`config.mk`:
```
export PLATFORM = sky130hd
export DESIGN_NAME = task_slice_timer
export DESIGN_NICKNAME = d
export VERILOG_FILES = /design/src/rtl/tst_pkg.sv /design/src/rtl/tst_count_reg.sv /design/src/rtl/tst_slice_ctl.sv /design/src/rtl/task_slice_timer.sv
export SDC_FILE = /design/constraint.sdc
export NUM_CORES = 1
export LEC_CHECK = 0
export BUFFER_PORTS_ARGS = -buffer_cell sky130_fd_sc_hd__buf_2
export CAP_MARGIN = 10
export CORE_MARGIN = 5
export CORE_UTILIZATION = 40
export DETAILED_ROUTE_END_ITERATION = 16
export HOLD_SLACK_MARGIN = 0.12
export PLACE_DENSITY = 0.66
export SYNTH_ARGS = -nofsm -noshare
export SYNTH_HDL_FRONTEND = slang
export SYNTH_SLANG_ARGS = --single-unit
```
`constraint.sdc`:
```
create_clock -name clk -period 6.45 [get_ports clk]
set_input_delay 0.645 -clock clk [delete_from_list [all_inputs] [get_ports clk]]
set_output_delay 0.645 -clock clk [all_outputs]
set_load 0.01 [all_outputs]
```
`src/rtl/tst_pkg.sv`:
```
package tst_pkg;

    localparam int BCD_W = 4;

    typedef struct packed {
        logic irq;
        logic irq_fired;
        logic proc_seen;
        logic fault;
    } ctl_state_t;

    // Decrement one BCD digit: returns {borrow_out, digit_out}
    function automatic logic [BCD_W:0] bcd_digit_dec(input logic [BCD_W-1:0] d,
                                                     input logic borrow_in);
        logic [BCD_W:0] r;
        if (!borrow_in) begin
            r = {1'b0, d};
        end else if (d == '0) begin
            r = {1'b1, 4'd9};
        end else begin
            r = {1'b0, d - 4'd1};
        end
        return r;
    endfunction

endpackage

```
`src/rtl/tst_count_reg.sv`:
```
module tst_count_reg
    import tst_pkg::*;
#(
    parameter int DIGITS = 6
) (
    input  logic                     clk,
    input  logic                     rst,
    input  logic                     load,
    input  logic [DIGITS*BCD_W-1:0]  load_val,
    input  logic                     dec_en,
    output logic [DIGITS*BCD_W-1:0]  count,
    output logic                     msd_zero,
    output logic                     all_zero
);
    localparam int W = DIGITS * BCD_W;

    logic [W-1:0]    cnt_q;
    logic [W-1:0]    cnt_dec;
    logic [DIGITS:0] borrow;

    assign borrow[0] = 1'b1;

    for (genvar g = 0; g < DIGITS; g++) begin : g_digit
        assign {borrow[g+1], cnt_dec[g*BCD_W +: BCD_W]} =
            bcd_digit_dec(cnt_q[g*BCD_W +: BCD_W], borrow[g]);
    end

    assign all_zero = (cnt_q == '0);
    assign msd_zero = (cnt_q[W-1 -: BCD_W] == '0);

    always_ff @(posedge clk) begin
        if (rst) begin
            cnt_q <= '0;
        end else if (load) begin
            cnt_q <= load_val;
        end else if (dec_en && !all_zero) begin
            cnt_q <= cnt_dec;
        end
    end

    assign count = cnt_q;
endmodule

```
`src/rtl/tst_slice_ctl.sv`:
```
module tst_slice_ctl
    import tst_pkg::*;
(
    input  logic clk,
    input  logic rst,
    input  logic load,
    input  logic mask,
    input  logic taken,
    input  logic msd_zero,
    input  logic all_zero,
    output logic irq,
    output logic fault
);
    ctl_state_t st_q;

    always_ff @(posedge clk) begin
        if (rst || load) begin
            st_q <= '0;
        end else begin
            if (taken) begin
                st_q.irq       <= 1'b0;
                st_q.proc_seen <= 1'b1;
            end else if (mask && msd_zero && !st_q.irq_fired) begin
                st_q.irq       <= 1'b1;
                st_q.irq_fired <= 1'b1;
            end
            if (all_zero && !st_q.proc_seen && !taken) begin
                st_q.fault <= 1'b1;
            end
        end
    end

    assign irq   = st_q.irq;
    assign fault = st_q.fault;
endmodule

```
`src/rtl/task_slice_timer.sv`:
```
module task_slice_timer
    import tst_pkg::*;
#(
    parameter int DIGITS = 6
) (
    input  logic                    clk,
    input  logic                    rst,
    input  logic                    tick_i,
    input  logic                    intr_mode_i,
    input  logic                    irq_mask_i,
    input  logic                    load_i,
    input  logic [DIGITS*4-1:0]     load_val_i,
    input  logic                    proc_taken_i,
    output logic                    irq_o,
    output logic                    fault_o,
    output logic [DIGITS*4-1:0]     count_o
);
    logic msd_zero;
    logic all_zero;
    logic dec_en;

    assign dec_en = tick_i && !intr_mode_i;

    tst_count_reg #(.DIGITS(DIGITS)) u_count (
        .clk      (clk),
        .rst      (rst),
        .load     (load_i),
        .load_val (load_val_i),
        .dec_en   (dec_en),
        .count    (count_o),
        .msd_zero (msd_zero),
        .all_zero (all_zero)
    );

    tst_slice_ctl u_ctl (
        .clk      (clk),
        .rst      (rst),
        .load     (load_i),
        .mask     (irq_mask_i),
        .taken    (proc_taken_i),
        .msd_zero (msd_zero),
        .all_zero (all_zero),
        .irq      (irq_o),
        .fault    (fault_o)
    );
endmodule

```
==> impl_metrics.csv, run 1 <==
group,metric,value,unit
logic_synthesis,ys.flop_type,"dfxtp_1",
global_routing,grt_max_degree,31,
clocking,cts_tree,"yes",
routing,wl,4760,µm
logic_synthesis,synth_edf_count,0,
layout,drive_gt1_frac,0.281,
timing,skew,6.35,ps
timing,drv_slew,0,
layout,area_delta_synth_final,21.8,%
layout,final_cell_mix,"56 x buf_2, 28 x dfxtp_1, 24 x nor2_1",
routing,dr_total_vias,1803,
routing,ant_nets,0,
power_and_ir_drop,p_leak,0.931,nW
power_and_ir_drop,vdd_drop_max,104,µV
logic_synthesis,yosys_warnings,0,
critical_path,r2r_cells,7,
layout,nNetsFinal,310,
critical_path,crit_required,6630,ps
clocking,ctsHoldBuffers,0,
global_routing,antenna_found_initial,0,
routing,drc,0,
routing,viasPerCell,5.60,
timing,finalCritPeriodShare,0.406,
clocking,clockRootBuffer,"clkbuf_8",
logic_synthesis,ys_ff_latch,28,
critical_path,worstPathMaxFanout,5,
global_routing,grt_pass1_vias,1743,
logic_synthesis,syn_area,1780,µm²
die,core,4320,µm²
power_and_ir_drop,p_per_area,207,nW/µm²
flow_run,cap_violations,0,
timing,fin_tns_setup,0,ps
timing,finalHoldViolCount,0,
global_routing,grt_use_total,0.167,
hold_path,hp-class,"flop to flop",
critical_path,crit_top_cell,"o21ai_0",
clocking,cts_inserted_buffers,3,
logic_synthesis,ys_types,53,
clocking,clk_pin_slew_worst_paths,100,ps
layout,instances_no_fill,322,
timing,rsz0062_at_grt,"no",
hold_path,hold_depth,1,
die,dieWidth,76.6,µm
global_routing,grt_overflow,0,
timing,worstMarginPinSlew,874,ps
die,placementRows,24,
clocking,cts_max_path_buffers,2,
timing,finalSetupViolCount,0,
logic_synthesis,synth.avg_cell_area,8.18,µm²
critical_path,cpPeakStageDelay,560,ps
die,dieArea,5870,µm²
clocking,cts_setup_buffers,0,
routing,wl_per_cell,14.8,µm
critical_path,cp-end-kind,"flop",
critical_path,path_class,"flop to flop",
timing,slew_headroom,0.417,
power_and_ir_drop,total_power,0.447,mW
global_routing,grt_first_pass_wirelength,8220,µm
routing,drt_first_iter_violations,123,
die,start_util,0.411,
clocking,htreeDepth,1,
status,status,"completed",
critical_path,worstPathArrival,2790,ps
clocking,clk_latency,280,ps
layout,diodes,0,
critical_path,path_cells,"inv_1, ha_1, nor3b_1, nand4_1, o21ai_0, o21ai_0, o221a_2",
logic_synthesis,ys_seq_area_frac,0.316,
critical_path,startpoint_type,"flop",
die,io_pins,57,
place,finalWeightedCongestion,0.810,
place,io_buffers,56,
clocking,clock_sinks,28,
timing,fmax,0.382,GHz
clocking,cts_resized,0,
logic_synthesis,ys_async_sr_fraction,0,
place,hpwl,3610,µm
critical_path,crit_path_top_delay_cell,"o21ai_0",
timing,period_needed,2620,ps
layout,layout_commonest_cell,"buf_2",
routing,firstDrtPassIters,4,
place,dp.cells,318,
die,dieHeight,76.6,µm
logic_synthesis,synthCells,217,
logic_synthesis,syn-num-nets,256,
[metrics by stage]
step	hold slack (ps)	setup slack, ps	util	area, µm²
floorplan	425	4280	-	1780
global placement	443	3640	0.484	2090
detailed placement	459	3650	0.484	2090
CTS	486	3850	0.500	2160
global route	509	3510	0.500	2160
finish	482	3830	0.500	2160
[routing by layer]
| layer | part of all wire | global-route usage |
|---|---|---|
| met1 | 0.45 | 0.220 |
| met4 | 0.019 | 0.0629 |
| met5 | 0 | 0 |
| met3 | 0.062 | 0.0390 |
| met2 | 0.47 | 0.265 |
[path summary, 6_finish.rpt]
check / startpoint / endpoint / slack, ps
setup / recovery: u_count.count[16] / u_count.count[6] / 3830
hold / removal: u_ctl.st_q[2] / u_ctl.st_q[2] / 480
setup reg to reg: u_count.count[16] / u_count.count[6] / 3830
hold reg to reg: u_ctl.st_q[2] / u_ctl.st_q[2] / 480
[flip-flops by register name, indices dropped and copies added (netlist names)]
register / count
u_count.count: 24
u_ctl.fault: 1
u_ctl.irq: 1
u_ctl.st_q: 2
[synthesized netlist by cell type, types with 2 or more instances]
| cell | n | share of area |
|---|---|---|
| o21a_1 | 2 | 0.0085 |
| a21boi_0 | 2 | 0.0085 |
| nor2b_1 | 2 | 0.0070 |
| a311oi_1 | 4 | 0.020 |
| a31oi_1 | 2 | 0.0070 |
| nand2_1 | 16 | 0.034 |
| a211oi_1 | 7 | 0.030 |
| or4_1 | 2 | 0.0085 |
| ha_1 | 8 | 0.056 |
| nor3b_1 | 4 | 0.017 |
| dfxtp_1 | 28 | 0.32 |
| nor2_1 | 24 | 0.051 |
| nor4_1 | 5 | 0.018 |
| nand3_1 | 4 | 0.011 |
| o211a_1 | 2 | 0.011 |
| inv_1 | 13 | 0.027 |
| o31ai_1 | 6 | 0.025 |
| o21ai_0 | 13 | 0.037 |
| o21bai_1 | 2 | 0.0085 |
| a21oi_1 | 16 | 0.045 |
| nand2b_1 | 4 | 0.014 |
| nand4_1 | 3 | 0.011 |
| clkbuf_1 | 6 | 0.013 |
| or3_1 | 2 | 0.0070 |
| or3b_2 | 3 | 0.015 |
| nor3_1 | 7 | 0.020 |
| xnor2_1 | 2 | 0.0099 |
| mux2i_1 | 3 | 0.017 |
[report_power, final]
part           internal [mW]  switching [mW]  total (mW)
combinational         0.0459          0.0622       0.108
sequential             0.184          0.0147       0.199
clock                 0.0832          0.0569       0.140
total                  0.313           0.134       0.447
[final cells by class]
cell class              instances  area (µm²)
clock buffers                   3        41.3
well taps                      52        65.1
clock inverters                 1        30.0
multi-input cells             168        1130
fillers                       444        2160
flip-flops and latches         28         561
repair buffers                 57         288
inverters                      13        48.8
[cells by family after synthesis]
family          synth area share
compound gates             0.280
simple gates               0.266
flops                      0.316
fa+ha+maj                 0.0564
mux                       0.0233
buf+inv                   0.0486
xor+xnor                 0.00987
[worst max-delay path, delay by kind of cell (launching register included)]
kind / cells / cell delay [ps]
simple gates: 2 / 850
compound gates: 3 / 1010
flops: 1 / 330
buf+inv: 1 / 130
fa+ha+maj: 1 / 200
(Power assumes the default switching activity.)
==> inputs of run 2 (changes only) <==
Clock period 6.45 ns to 2.5 ns, I/O delays scaled along.
==> impl_metrics.csv, run 2 (synthesized netlist as in run 1, its figures left out) <==
group,metric,value,unit
place,io_buffers,56,
critical_path,startpoint_type,"flop",
place,finalWeightedCongestion,0.856,
global_routing,use_met1,0.222,
critical_path,path_cells,"or4_1, nor3_4, o211ai_2, or3_1, nand3_1",
hold_path,hold_depth,2,
layout,diodes,0,
layout,instances_no_fill,329,
critical_path,cp-end-kind,"flop",
routing,dr_total_vias,1815,
timing,rsz0062_at_grt,"no",
timing,drv_slew,0,
die,placementRows,24,
timing,fin_ws,274,ps
timing,finalHoldViolCount,0,
die,core,4320,µm²
place,dp_slack,221,ps
timing,fmax,0.449,GHz
status,status,"completed",
clocking,cts_setup_buffers,0,
flow_run,cap_violations,0,
hold_path,hp-class,"primary input to flop",
power_and_ir_drop,power_frac_clock,0.234,
power_and_ir_drop,vdd_drop_max,236,µV
power_and_ir_drop,swShare,0.327,
global_routing,grt_overflow,0,
critical_path,crit_path_top_delay_cell,"or4_1",
routing,viasPerCell,5.52,
clocking,clock_sinks,28,
layout,nNetsFinal,318,
routing,firstDrtPassIters,4,
routing,drc,0,
clocking,ctsHoldBuffers,0,
clocking,clk_pin_slew_worst_paths,90,ps
hold_path,min_to,"u_ctl.irq",
global_routing,top_usage_layer,"met2",
timing,fin_tns_setup,0,ps
critical_path,worstPathMaxFanout,8,
critical_path,path_class,"flop to flop",
power_and_ir_drop,pwr-share-comb,0.287,
global_routing,antenna_found_initial,0,
layout,final_cell_mix,"56 x buf_2, 28 x dfxtp_1, 24 x nor2_1",
layout,layout_commonest_cell,"buf_2",
die,start_util,0.411,
power_and_ir_drop,p_leak,0.955,nW
clocking,cts_max_path_buffers,2,
layout,area_delta_synth_final,23.7,%
clocking,cts_inserted_buffers,3,
die,dieHeight,76.6,µm
power_and_ir_drop,p_sw,0.348,mW
clocking,cts_tree,"yes",
global_routing,use_met3,0.0319,
global_routing,grt_max_degree,30,
timing,finalCritPeriodShare,0.890,
timing,period_needed,2230,ps
global_routing,grt_first_pass_wirelength,8170,µm
layout,post-route-util,0.508,
critical_path,cp.buffers_inverters,0,
power_and_ir_drop,power.internal,0.717,mW
power_and_ir_drop,p_per_area,485,nW/µm²
routing,wl_per_cell,15.0,µm
timing,slew_headroom,0.680,
layout,largest_reg_flops,24,
die,dieArea,5870,µm²
critical_path,worstPathArrival,2440,ps
routing,drt_first_iter_violations,123,
power_and_ir_drop,seqPwrFrac,0.479,
clocking,htreeDepth,1,
die,io_pins,57,
place,dp.cells,326,
place,hpwl,3740,µm
timing,skew,3.34,ps
critical_path,cpPeakStageDelay,750,ps
clocking,cts_resized,0,
layout,nFillCells,430,
global_routing,grt.met2_usage,0.271,
layout,drive_gt1_frac,0.303,
routing,wl,4930,µm
global_routing,grt_use_total,0.166,
clocking,clockRootBuffer,"clkbuf_8",
hold_path,hp-start,"proc_taken_i",
routing,ant_nets,0,
critical_path,cp_top_family,"simple AND/OR/NAND/NOR gates",
critical_path,r2r_cells,5,
timing,finalSetupViolCount,0,
timing,worstMarginPinSlew,476,ps
critical_path,crit_required,2720,ps
critical_path,crit_start,"u_count.count[1]",
global_routing,grt_pass1_vias,1763,
critical_path,r2r-start,"u_count.count[1]",
die,dieWidth,76.6,µm
critical_path,rr_endpoint,"u_count.count[14]",
clocking,clk_latency,270,ps
critical_path,r2r_slack,270,ps
==> run 2: worst max path at each step <==
stage / endpoint / slack, ps / cells past startpoint
4_1_cts: u_count.count[3] / 180 / 4
6_report: u_count.count[14] / 270 / 5
5_1_grt: u_count.count[4] / 80 / 9
2_1_floorplan: u_count.count[2] / 330 / 7
3_3_place_gp: u_count.count[3] / 260 / 7
3_5_place_dp: u_count.count[3] / 220 / 4
==> run 2: routing by layer <==
metal / wire, µm / share of wire
met5: 0 / 0
met4: 56 / 0.011
met3: 265 / 0.054
met2: 2320 / 0.47
met1: 2290 / 0.46
==> run 2: stage by stage <==
step           hold slack (ps)  total power [mW]  area (µm²)
4_1_cts                    165              1.07        2190
3_5_place_dp               456             0.824        2150
6_report                   165              1.07        2200
3_3_place_gp               441             0.823        2150
5_1_grt                    170              1.13        2200
2_1_floorplan              329             0.709        1780
==> run 2: power by group through the flow <==
stage | sequential (mW) | clock (mW) | combinational (mW)
3_3_place_gp | 0.520 | 0 | 0.303
3_5_place_dp | 0.521 | 0 | 0.303
5_1_grt | 0.517 | 0.271 | 0.339
6_report | 0.511 | 0.249 | 0.305
2_1_floorplan | 0.529 | 0 | 0.180
4_1_cts | 0.510 | 0.253 | 0.305
==> run 2: final cells by class <==
type	instances	area [µm²]	share of cell area
Clock buffer	3	41.3	0.0188
Inverter	13	48.8	0.0222
Multi-Input combinational cell	168	1130	0.516
Sequential cell	28	561	0.255
Tap cell	52	65.1	0.0296
Timing Repair Buffer	65	348	0.158
